## src/rtl/aq_pkg.sv

```systemverilog
package aq_pkg;
  localparam int unsigned REG_W = 32;
  typedef logic [REG_W-1:0] word_t;

  typedef enum logic [2:0] {
    ST_IDLE, ST_FETCH, ST_EXEC, ST_WBACK, ST_RETIRE
  } aq_state_e;

  localparam word_t STS_DONE  = 32'h0000_0001;
  localparam word_t STS_UNSUP = 32'h0000_0002;

  function automatic word_t bswap(word_t w);
    word_t r;
    for (int b = 0; b < REG_W / 8; b++) r[8*b +: 8] = w[REG_W-8-8*b +: 8];
    return r;
  endfunction
endpackage

```

## src/rtl/aq_regs.sv

```systemverilog
module aq_regs
  import aq_pkg::*;
#(
  parameter int unsigned PFN_W = 20
) (
  input  logic             clk_i,
  input  logic             rst_ni,
  input  logic             wr_i,
  input  logic             sel_i,
  input  word_t            wdata_i,
  input  word_t            cnt_i,
  output logic [PFN_W-1:0] pfn_o,
  output word_t            db_o,
  output logic             clr_o
);
  word_t            val;
  logic [PFN_W-1:0] pfn_new;
  logic             db_ok;

  assign val     = bswap(wdata_i);
  assign pfn_new = val[PFN_W-1:0];
  assign clr_o   = wr_i && !sel_i && (pfn_new == '0);
  // doorbell must be ahead of executed count (mod 2^32)
  assign db_ok   = wr_i && sel_i && (pfn_o != '0) &&
                   ($signed(word_t'(val - cnt_i)) > 32'sd0);

  always_ff @(posedge clk_i or negedge rst_ni) begin
    if (!rst_ni) begin
      pfn_o <= '0;
      db_o  <= '0;
    end else if (clr_o) begin
      pfn_o <= '0;
      db_o  <= '0;
    end else begin
      if (wr_i && !sel_i) pfn_o <= pfn_new;
      if (db_ok)          db_o  <= val;
    end
  end
endmodule

```

## src/rtl/aq_decode.sv

```systemverilog
module aq_decode
  import aq_pkg::*;
#(
  parameter int unsigned NUM_OPS = 3
) (
  input  word_t op_i,
  output word_t sts_o
);
  assign sts_o = ((op_i != '0) && (op_i <= word_t'(NUM_OPS))) ? STS_DONE : STS_UNSUP;
endmodule

```

## src/rtl/aq_seq.sv

```systemverilog
module aq_seq
  import aq_pkg::*;
#(
  parameter int unsigned PFN_W   = 20,
  parameter int unsigned SLOT_W  = 6,
  parameter int unsigned OFS_W   = 6,
  parameter int unsigned STS_OFS = 4,
  localparam int unsigned ADDR_W = PFN_W + SLOT_W + OFS_W
) (
  input  logic              clk_i,
  input  logic              rst_ni,
  input  logic              clr_i,
  input  logic [PFN_W-1:0]  pfn_i,
  input  word_t             db_i,
  input  word_t             rdata_i,
  input  word_t             sts_i,
  output word_t             op_o,
  output word_t             cnt_o,
  output logic              busy_o,
  output logic              re_o,
  output logic              we_o,
  output logic [ADDR_W-1:0] addr_o,
  output word_t             wdata_o
);
  aq_state_e state_q;
  word_t     sts_q;
  logic      pending;

  assign pending = $signed(word_t'(db_i - cnt_o)) > 32'sd0;

  always_ff @(posedge clk_i or negedge rst_ni) begin
    if (!rst_ni) begin
      state_q <= ST_IDLE;
      cnt_o   <= '0;
      op_o    <= '0;
      sts_q   <= '0;
    end else if (clr_i) begin
      state_q <= ST_IDLE;
      cnt_o   <= '0;
      op_o    <= '0;
      sts_q   <= '0;
    end else begin
      unique case (state_q)
        ST_IDLE:   if (pending) state_q <= ST_FETCH;
        ST_FETCH:  begin op_o <= bswap(rdata_i); state_q <= ST_EXEC; end
        ST_EXEC:   begin sts_q <= sts_i; state_q <= ST_WBACK; end
        ST_WBACK:  state_q <= ST_RETIRE;
        ST_RETIRE: begin cnt_o <= cnt_o + word_t'(1); state_q <= ST_IDLE; end
        default:   state_q <= ST_IDLE;
      endcase
    end
  end

  assign re_o    = (state_q == ST_FETCH);
  assign we_o    = (state_q == ST_WBACK);
  assign busy_o  = (state_q != ST_IDLE);
  assign addr_o  = {pfn_i, cnt_o[SLOT_W-1:0], we_o ? OFS_W'(STS_OFS) : OFS_W'(0)};
  assign wdata_o = bswap(sts_q);
endmodule

```

## src/rtl/aq_engine.sv

```systemverilog
module aq_engine
  import aq_pkg::*;
#(
  parameter int unsigned PAGE_BYTES = 4096,
  parameter int unsigned CMD_BYTES  = 64,
  parameter int unsigned PFN_W      = 20,
  parameter int unsigned NUM_OPS    = 3,
  parameter int unsigned STS_OFS    = 4,
  localparam int unsigned ADDR_W    = PFN_W + $clog2(PAGE_BYTES)
) (
  input  logic              clk_i,
  input  logic              rst_ni,
  input  logic              reg_wr_i,
  input  logic              reg_sel_i,
  input  logic [31:0]       reg_wdata_i,
  output logic [31:0]       evt_cnt_o,
  output logic              busy_o,
  output logic              mem_re_o,
  output logic              mem_we_o,
  output logic [ADDR_W-1:0] mem_addr_o,
  output logic [31:0]       mem_wdata_o,
  input  logic [31:0]       mem_rdata_i
);
  localparam int unsigned SLOTS  = PAGE_BYTES / CMD_BYTES;
  localparam int unsigned SLOT_W = $clog2(SLOTS);
  localparam int unsigned OFS_W  = $clog2(CMD_BYTES);

  logic [PFN_W-1:0] pfn_q;
  word_t            db_q, evt_cnt, op, sts;
  logic             clr;

  aq_regs #(.PFN_W(PFN_W)) u_regs (
    .clk_i   (clk_i),
    .rst_ni  (rst_ni),
    .wr_i    (reg_wr_i),
    .sel_i   (reg_sel_i),
    .wdata_i (reg_wdata_i),
    .cnt_i   (evt_cnt),
    .pfn_o   (pfn_q),
    .db_o    (db_q),
    .clr_o   (clr)
  );

  aq_decode #(.NUM_OPS(NUM_OPS)) u_dec (
    .op_i  (op),
    .sts_o (sts)
  );

  aq_seq #(
    .PFN_W   (PFN_W),
    .SLOT_W  (SLOT_W),
    .OFS_W   (OFS_W),
    .STS_OFS (STS_OFS)
  ) u_seq (
    .clk_i   (clk_i),
    .rst_ni  (rst_ni),
    .clr_i   (clr),
    .pfn_i   (pfn_q),
    .db_i    (db_q),
    .rdata_i (mem_rdata_i),
    .sts_i   (sts),
    .op_o    (op),
    .cnt_o   (evt_cnt),
    .busy_o  (busy_o),
    .re_o    (mem_re_o),
    .we_o    (mem_we_o),
    .addr_o  (mem_addr_o),
    .wdata_o (mem_wdata_o)
  );

  assign evt_cnt_o = bswap(evt_cnt);
endmodule

```

## config.mk

```make
export PLATFORM = sky130hd
export DESIGN_NAME = aq_engine
export DESIGN_NICKNAME = d
export VERILOG_FILES = /design/src/rtl/aq_pkg.sv /design/src/rtl/aq_regs.sv /design/src/rtl/aq_decode.sv /design/src/rtl/aq_seq.sv /design/src/rtl/aq_engine.sv
export SDC_FILE = /design/constraint.sdc
export NUM_CORES = 1
export LEC_CHECK = 0
export BUFFER_PORTS_ARGS = -buffer_cell sky130_fd_sc_hd__buf_2
export CAP_MARGIN = 30
export CORE_ASPECT_RATIO = 0.8
export CORE_MARGIN = 2
export CORE_UTILIZATION = 40
export DETAILED_ROUTE_END_ITERATION = 8
export GPL_ROUTABILITY_DRIVEN = 0
export PLACE_DENSITY_LB_ADDON = 0.05
export SLEW_MARGIN = 20
export SYNTH_ARGS = -nofsm -noshare
export SYNTH_HDL_FRONTEND = slang
export SYNTH_SLANG_ARGS = --single-unit
```

## constraint.sdc

```tcl
create_clock -name clk_i -period 4.8 [get_ports clk_i]
set_clock_uncertainty 0.1 [all_clocks]
set_input_delay 0.48 -clock clk_i [delete_from_list [all_inputs] [get_ports clk_i]]
set_output_delay 0.48 -clock clk_i [all_outputs]
set_load 0.005 [all_outputs]
```

==> flow_summary_export.csv, run 1 <==
group,metric,value,unit
run_status,status,"finished, violations left",
sta,hold_viol,2,
synthesis,synth.area.top_cells,"dfrtp_1, ha_1, nand2_1",
drt,drt_wl_total,31.93,mm
cells_and_area,nNetsFinal,1433,
sta,tns,0,ns
sta,maxSlewHeadroom,0.3508,
setup_path,crit_chain,"inv_1 -> ha_1 -> nand4_1 -> nor4_1 -> inv_1 -> a211oi_1 -> nor2_1 -> o211ai_1 -> xnor2_1 -> a311oi_1 -> o22ai_1 -> mux2_2",
setup_path,cpMaxStageDelayCell,"a311oi_1",
die,die_area,0.02579,mm²
sta,post-route-period-util,0.9343,
synthesis,synth-edff-count,0,
drt,wl_met1,15.86,mm
setup_path,required,5.01,ns
sta,setup_ws,0.3154,ns
synthesis,syn_area,0.009806,mm²
clocking,cts_buffer_depth,2,
global_routing,grt_max_degree,69,
synthesis,synthCells,1204,
sta,drv_slew,0,
drt,drt-initial-drc-count,781,
sta,rsz0062_at_grt,"false",
drt,met3_length,2.707,mm
setup_path,critPathMaxFanout,8,
cells_and_area,drive_gt1_frac,0.1630,
clocking,clock_latency,0.44,ns
synthesis,syn_avg_cell_area,8.144,µm²
setup_path,crit_path_end_kind,"flop",
drt,drtAntennaViolNets,0,
setup_path,crit_type,"flop to flop",
drt,vias,9108,
drt,wl_met2,12.88,mm
die,start_util,0.4055,
placed_design,dp.cells,1599,
clocking,clock-sinks,121,
power,power.density,422.6,mW/mm²
global_routing,antenna_found_initial,0,
setup_path,startpoint,"u_seq.cnt_o[20]",
sta,max_freq,223.0,MHz
die,die_w,179.1,µm
drt,dr.pass1.iters,6,
power,ir_worst_vdd,269.4,µV
setup_path,r2r_start,"u_seq.cnt_o[20]",
cells_and_area,antenna_cells,0,
setup_path,max_stage_delay,0.69,ns
clocking,path_clk_slew,0.06,ns
sta,setup_violations,0,
power,power,4.695,mW
global_routing,grt_pass1_vias,8475,
synthesis,yosys_register_bits,121,
die,ios,167,
setup_path,start_kind,"flop",
global_routing,track_usage,0.2541,
setup_path,path_buf_inv,2,
die,rows,51,
sta,whs,-0.006355,ns
clocking,htree_levels,4,
run,drv_cap,0,
synthesis,synth_ff_type,"dfrtp_1",
synthesis,synthTopCellsByCount,"nand2_1, dfrtp_1, a21oi_1",
drt,post-route-drc-count,0,
setup_path,cpLargestDelayFamily,"compound AO/OA/AOI/OAI gates",
clocking,cts_root_buffer,"clkbuf_16",
hold_path,worstHoldPathType,"input pin to asynchronous set/reset pin",
placed_design,dpl.hpwl,24.98,mm
clocking,cts_buffers,17,
setup_path,crit_top_cell,"inv_1",
placed_design,port-buffer-count,131,
synthesis,yosysUniqueCellTypes,77,
synthesis,synth_top_area_share,0.3088,
clocking,cts_tree,"yes",
clocking,cts_hold_buffers,0,
synthesis,yosysSeqAreaShare,0.3088,
cells_and_area,fin_cells,1631,
cells_and_area,layout-area-overhead-vs-synth,13.28,%
drt,viasPerCell,5.584,
global_routing,grt_pass1_wl,49.32,mm
run_status,violations,"negative hold slack",
synthesis,ys_warn_count,0,
drt,post_drt_wl_per_cell,19.58,µm
setup_path,worstPathArrival,4.70,ns
placed_design,dp_slack,0.3935,ns
die,die_h,144.0,µm
setup_path,crit_cells,12,
drt,top_layer_used,"met4",
sta,worstMarginPinSlew,0.9649,ns
cells_and_area,nFillCells,2433,
setup_path,rr_worst_depth,12,
global_routing,grt-ovfl-total,0,
clocking,cts_setup_buffers,0,
sta,period_needed,4.485,ns
die,coreArea,0.02418,mm²
synthesis,synth_most_common_cell,"nand2_1",
synthesis,synthArstFlopShare,1.000,
clocking,cts_resized,0,
power,cellLeakagePower,5.268,nW
synthesis,synth_top_area_cell,"dfrtp_1",
==> worst paths after layout <==
path,end,slack (ns)
hold / removal,u_seq.cnt_o[22],-0.006
hold reg to reg,u_regs.db_o[13],0.42
max in group asynchronous,u_seq.cnt_o[2],3.63
setup / recovery,u_regs.db_o[13],0.32
min in group clk_i,u_seq.op_o[6],0.18
setup reg to reg,u_regs.db_o[13],0.32
==> per-layer routing <==
metal	vias up	track usage
met5	-	0
met4	0	0.06376
met3	25	0.06887
met2	342	0.3532
met1	4353	0.3838
li1	4388	-
==> power breakdown <==
part           internal, mW  switching (mW)
Combinational         0.794            1.15
Clock                 0.725           0.548
Sequential             1.28           0.199
==> through the flow <==
stage          instance area [µm²]  utilization
2_1_floorplan                 9933            -
3_3_place_gp                 10540       0.4358
3_5_place_dp                 10540       0.4358
4_1_cts                      11110       0.4593
5_1_grt                      11110       0.4593
6_report                     11110       0.4593
==> area by class of cell <==
cell class / instances / area [µm²] / share of cell area
Clock buffer: 18 / 429.2 / 0.03863
Tap cell: 318 / 397.9 / 0.03582
Sequential cell: 121 / 3028 / 0.2726
Inverter: 90 / 337.8 / 0.03041
Timing Repair Buffer: 142 / 753.2 / 0.06781
Clock inverter: 14 / 138.9 / 0.01250
Multi-Input combinational cell: 928 / 6023 / 0.5422
==> sequential cells by signal, indices dropped and copies added, names as in the netlist <==
register and count:
u_regs.db_o 32, u_seq.cnt_o 32, u_seq.op_o 32, u_regs.pfn_o 20
u_seq.state_q 3, u_seq.sts_q 2
==> kinds of logic after synthesis <==
| logic type | Yosys count | synth area share |
|---|---|---|
| other cells | 1 | 0.0003824 |
| mux | 59 | 0.06304 |
| simple gates | 420 | 0.2045 |
| xor+xnor | 64 | 0.05716 |
| buf+inv | 189 | 0.09123 |
| flops | 121 | 0.3088 |
| fa+ha+maj | 65 | 0.08447 |
| compound gates | 285 | 0.1904 |
==> placed cells by master (no fill, tap or decap), types with 22 or more instances in the layout <==
cell     count
nand2_1    160
buf_2      130
dfrtp_1    121
a21oi_1    108
inv_1       90
nor2_1      82
ha_1        63
xnor2_1     48
mux2i_1     37
o21ai_0     36
conb_1      35
nand4_1     31
nor3_1      28
nor4_1      26
nand3_1     25
a21o_1      24
mux2_2      22
Note: power is estimated with default switching activity, not from simulation.
==> run 2: changes to the inputs <==
Settings changed: CORE_MARGIN 2 to not set.
==> flow_summary_export.csv, run 2 (synthesis results as in run 1) <==
group,metric,value,unit
sta,post-route-period-util,0.9150,
setup_path,crit_chain,"ha_1 -> inv_1 -> fa_1 -> a21o_1 -> a21o_1 -> a21o_1 -> a2111oi_4 -> xnor2_1 -> or4_4 -> nor4b_2 -> nand4_1 -> nor4_1 -> nor2_1",
setup_path,worstPathArrival,4.59,ns
die,ios,167,
setup_path,crit_top_cell,"a21o_1",
clocking,cts_buffers,17,
die,die_area,0.02515,mm²
sta,hold_viol,0,
setup_path,cpMaxStageDelayCell,"dfrtp_1",
setup_path,required,5.00,ns
drt,vias,9175,
drt,post-route-drc-count,0,
drt,drtAntennaViolNets,0,
power,ir_worst_vdd,276.7,µV
global_routing,grt_max_degree,69,
setup_path,cpLargestDelayFamily,"simple AND/OR/NAND/NOR gates",
cells_and_area,drive_gt1_frac,0.1655,
die,rows,50,
clocking,clock_latency,0.43,ns
sta,maxSlewHeadroom,0.4384,
run_status,status,"complete, no violations",
power,power.density,420.0,mW/mm²
cells_and_area,fin_cells,1629,
clocking,clock-sinks,121,
cells_and_area,nNetsFinal,1437,
global_routing,track_usage,0.2608,
die,coreArea,0.02371,mm²
clocking,path_clk_slew,0.06,ns
placed_design,dp.cells,1595,
power,power_switching,1.880,mW
placed_design,port-buffer-count,131,
clocking,htree_levels,4,
power,power,4.677,mW
sta,drv_slew,0,
power,cellLeakagePower,5.292,nW
drt,drt_wl_total,31.57,mm
cells_and_area,top_regs,"u_regs.db_o: 32 flops, u_seq.cnt_o: 32 flops, u_seq.op_o: 32 flops",
drt,viasPerCell,5.632,
setup_path,path_buf_inv,1,
drt,post_drt_wl_per_cell,19.38,µm
power,clkPwrFrac,0.269,
die,die_w,177.1,µm
clocking,cts_buffer_depth,2,
clocking,cts_root_buffer,"clkbuf_16",
power,power.internal,2.797,mW
cells_and_area,final_cell_mix,"nand2_1, buf_2, dfrtp_1",
drt,dr.pass1.iters,5,
power,switching_share,0.4020,
power,p_seq_frac,0.315,
cells_and_area,final_common_cell,"nand2_1",
power,pwr-share-comb,0.416,
sta,period_needed,4.392,ns
setup_path,crit_path_end_kind,"flop",
global_routing,antenna_found_initial,1,
sta,rsz0062_at_grt,"false",
sta,setup_violations,0,
sta,tns,0,ns
run,drv_cap,0,
sta,max_freq,227.7,MHz
setup_path,critPathMaxFanout,9,
die,start_util,0.4136,
setup_path,crit_type,"flop to flop",
setup_path,max_stage_delay,0.68,ns
cells_and_area,layout-area-overhead-vs-synth,13.58,%
drt,drt-initial-drc-count,747,
placed_design,dpl.hpwl,24.42,mm
clocking,cts_tree,"yes",
global_routing,grt-ovfl-total,0,
global_routing,grt_pass1_vias,8610,
cells_and_area,antenna_cells,0,
sta,worstMarginPinSlew,0.8424,ns
setup_path,start_kind,"flop",
die,die_h,142.0,µm
hold_path,worstHoldPathType,"input pin to flop",
global_routing,grt_pass1_wl,49.77,mm
==> run 2: power by group through the flow <==
stage / Sequential (mW) / Combinational [mW] / Clock, mW
floorplan: 1.42 / 1.45 / 0
global placement: 1.49 / 1.90 / 0
detailed placement: 1.49 / 1.91 / 0
CTS: 1.47 / 1.92 / 1.29
global route: 1.51 / 2.18 / 1.33
finish: 1.47 / 1.94 / 1.26
==> run 2: metrics by stage <==
step / cell area, µm² / setup WS (ns) / utilization / hold WS [ns]
after floorplan: 9933 / 1.212 / - / 0.08441
after global placement: 10550 / 0.3776 / 0.4449 / 0.3738
after detailed placement: 10550 / 0.3491 / 0.4449 / 0.3740
after CTS: 11130 / 0.3884 / 0.4692 / 0.1570
after global routing: 11140 / 0.1861 / 0.4697 / 0.1733
final: 11140 / 0.4078 / 0.4697 / 0.1713
==> run 2: path summary, 6_finish.rpt <==
check                                      start          endpoint  slack [ns]  cells after the start
max in group asynchronous                 rst_ni    u_seq.cnt_o[0]        3.15                      3
min in group asynchronous                 rst_ni   u_seq.cnt_o[17]        0.46                      2
worst max register to register    u_seq.cnt_o[0]  u_seq.state_q[0]        0.41                     13
worst min-delay path             mem_rdata_i[30]     u_seq.op_o[6]        0.17                      3
worst min register to register  u_seq.state_q[2]  u_seq.state_q[1]        0.41                      1
worst max-delay path              u_seq.cnt_o[0]  u_seq.state_q[0]        0.41                     13
==> run 2: timing repair <==
| action | 4_1_cts | 5_1_grt |
|---|---|---|
| buffers inserted | 0 | 0 |
| endpoints found under the setup margin | 0 | 1 |
| hold endpoints to repair | 33 | 0 |
| hold buffers | 1 | 0 |
| gates resized for setup | 0 | 1 |
==> run 2: final cells by class <==
| type | count | area (µm²) |
|---|---|---|
| clock buffer | 18 | 429.2 |
| fill | 2440 | 12570 |
| tap | 312 | 390.4 |
| clock inverter | 14 | 138.9 |
| inverter | 90 | 337.8 |
| sequential | 121 | 3028 |
| multi-input combinational | 928 | 6030 |
| timing repair buffer | 146 | 783.3 |
==> run 2: routing by layer <==
metal | global-route usage | vias to the layer above | wire (µm)
met5 | 0 | - | 13
met4 | 0.07123 | 2 | 563
met3 | 0.07425 | 33 | 2493
met2 | 0.3565 | 323 | 12760
met1 | 0.3918 | 4424 | 15740
li1 | - | 4393 | -
==> run 2: worst min-delay path, cell delays in order <==
cell and delay [ns]:
buf_2 0.09, nand2_1 0.04, a21oi_1 0.05
==> run 3: changes to the inputs <==
Settings changed: MAX_ROUTING_LAYER set to met4.
==> flow_summary_export.csv, run 3 (synthesis results as in run 1) <==
group,metric,value,unit
placed_design,dpl.hpwl,24.42,mm
sta,rsz0062_at_grt,"false",
power,ir_worst_vdd,275.5,µV
sta,hold_viol,0,
power,clkPwrFrac,0.270,
drt,dr.pass1.iters,7,
sta,period_needed,4.437,ns
drt,drt_wl_total,31.67,mm
clocking,cts_buffers,17,
clocking,cts_tree,"yes",
global_routing,grt_max_degree,69,
drt,post-route-drc-count,0,
setup_path,crit_type,"flop to flop",
clocking,cts_setup_buffers,0,
die,die_h,142.0,µm
global_routing,grt_use_met3,0.06838,
global_routing,track_usage,0.2688,
setup_path,required,4.99,ns
setup_path,crit_path_end_kind,"flop",
clocking,cts_buffer_depth,2,
drt,drtAntennaViolNets,0,
setup_path,rr_worst_depth,13,
sta,post-route-period-util,0.9244,
sta,max_freq,225.4,MHz
hold_path,min_to,"u_seq.op_o[6]",
power,power.density,420.2,mW/mm²
global_routing,grtUsageMet2,0.3565,
setup_path,reg2reg_to,"u_seq.state_q[0]",
cells_and_area,drive_gt1_frac,0.1655,
power,cellLeakagePower,5.292,nW
power,switching_share,0.4024,
die,rows,50,
clocking,clock_latency,0.43,ns
setup_path,max_stage_delay,0.68,ns
power,power_switching,1.884,mW
run_status,status,"complete, no violations",
setup_path,start_kind,"flop",
cells_and_area,multiInputGateArea,0.006030,mm²
sta,whs,0.1729,ns
global_routing,use_met1,0.3958,
cells_and_area,nNetsFinal,1437,
clocking,cts_root_buffer,"clkbuf_16",
setup_path,path_buf_inv,1,
cells_and_area,final_common_cell,"nand2_1",
power,p_seq_frac,0.315,
drt,vias,9170,
die,die_area,0.02515,mm²
setup_path,crit_top_cell,"a21o_1",
run,drv_cap,0,
global_routing,grt-ovfl-total,0,
setup_path,critPathMaxFanout,9,
power,power.internal,2.797,mW
clocking,clock-sinks,121,
global_routing,grt_pass1_vias,8601,
cells_and_area,nFillCells,2440,
cells_and_area,top_regs,"u_regs.db_o: 32 flops, u_seq.cnt_o: 32 flops, u_seq.op_o: 32 flops",
hold_path,min_from,"mem_rdata_i[30]",
drt,post_drt_wl_per_cell,19.43,µm
cells_and_area,seq_area,0.003028,mm²
power,pwr-share-comb,0.416,
sta,worstMarginPinSlew,0.8696,ns
global_routing,antenna_found_initial,1,
hold_path,holdPathStages,3,
sta,drv_slew,0,
clocking,path_clk_slew,0.06,ns
sta,setup_violations,0,
cells_and_area,layout-area-overhead-vs-synth,13.60,%
setup_path,cpLargestDelayFamily,"simple AND/OR/NAND/NOR gates",
global_routing,grt_pass1_wl,49.78,mm
placed_design,port-buffer-count,131,
setup_path,r2r_start,"u_seq.cnt_o[0]",
setup_path,cpMaxStageDelayCell,"dfrtp_1",
clocking,htree_levels,4,
global_routing,grt-busiest-layer,"met1",
sta,tns,0,ns
drt,drt-initial-drc-count,767,
cells_and_area,final_cell_mix,"nand2_1, buf_2, dfrtp_1",
die,start_util,0.4136,
die,coreArea,0.02371,mm²
drt,viasPerCell,5.626,
hold_path,worstHoldPathType,"input pin to flop",
setup_path,rrSetupSlack,0.36,ns
setup_path,worstPathArrival,4.63,ns
die,die_w,177.1,µm
die,ios,167,
setup_path,crit_chain,"ha_1 -> inv_1 -> fa_1 -> a21o_1 -> a21o_1 -> a21o_1 -> a2111oi_4 -> xnor2_1 -> or4_4 -> nor4b_2 -> nand4_1 -> nor4_1 -> nor2_1",
sta,maxSlewHeadroom,0.4181,
## run 3: how the worst max path moves through the flow
stage / start / endpoint / slack, ns / cells past startpoint
detailed placement: reg_wdata_i[9] / u_regs.db_o[13] / 0.35 / 12
global route: u_seq.cnt_o[1] / u_seq.state_q[0] / 0.19 / 12
CTS: u_seq.cnt_o[1] / u_seq.state_q[0] / 0.39 / 12
global placement: reg_wdata_i[9] / u_regs.db_o[14] / 0.38 / 12
floorplan: u_seq.cnt_o[0] / u_seq.state_q[0] / 1.21 / 13
finish: u_seq.cnt_o[0] / u_seq.state_q[0] / 0.36 / 13
## run 3: area by class of cell
class | count | area share
multi-input combinational | 928 | 0.5413
clock inverter | 14 | 0.01247
inverter | 90 | 0.03033
clock buffer | 18 | 0.03853
tap | 312 | 0.03504
sequential | 121 | 0.2718
antenna | 1 | 0.0002246
timing repair buffer | 146 | 0.07031
## run 3: power groups by stage
stage          clock, mW  sequential [mW]  combinational, mW
6_report            1.26             1.47               1.94
5_1_grt             1.33             1.51               2.18
4_1_cts             1.29             1.47               1.92
3_5_place_dp           0             1.49               1.91
3_3_place_gp           0             1.49               1.90
2_1_floorplan          0             1.42               1.45
## run 3: per-stage QoR
stage | total power [mW] | worst slack [ns] | cells | util | area (µm²)
global placement | 3.390 | 0.3776 | 1595 | 0.4449 | 10550
floorplan | 2.873 | 1.212 | 1238 | - | 9933
finish | 4.681 | 0.3626 | 1630 | 0.4698 | 11140
CTS | 4.684 | 0.3884 | 1628 | 0.4692 | 11130
detailed placement | 3.400 | 0.3491 | 1595 | 0.4449 | 10550
global route | 5.022 | 0.1861 | 1630 | 0.4698 | 11140
## run 3: worst register-to-register path, delay by kind of cell (launching register included)
| kind | cells | cell delay, ns |
|---|---|---|
| XOR/XNOR | 1 | 0.11 |
| buffers and inverters | 1 | 0.05 |
| AND/OR/NAND/NOR | 5 | 1.53 |
| AO/OA/AOI/OAI | 4 | 1.17 |
| adder cells (fa/ha/maj) | 2 | 0.66 |
| flip-flops | 1 | 0.68 |
## run 3: routing by layer
| layer | vias to the layer above | share of wire |
|---|---|---|
| met1 | 4416 | 0.50 |
| met2 | 320 | 0.40 |
| met4 | 0 | 0.017 |
| li1 | 4403 | - |
| met5 | - | 0 |
| met3 | 31 | 0.076 |
## run 3: repair_timing
| action | 4_1_cts | 5_1_grt |
|---|---|---|
| resized for setup | 0 | 1 |
| hold buffers | 1 | 0 |
| hold endpoints to repair | 33 | 0 |
| setup endpoints to repair | 0 | 7 |
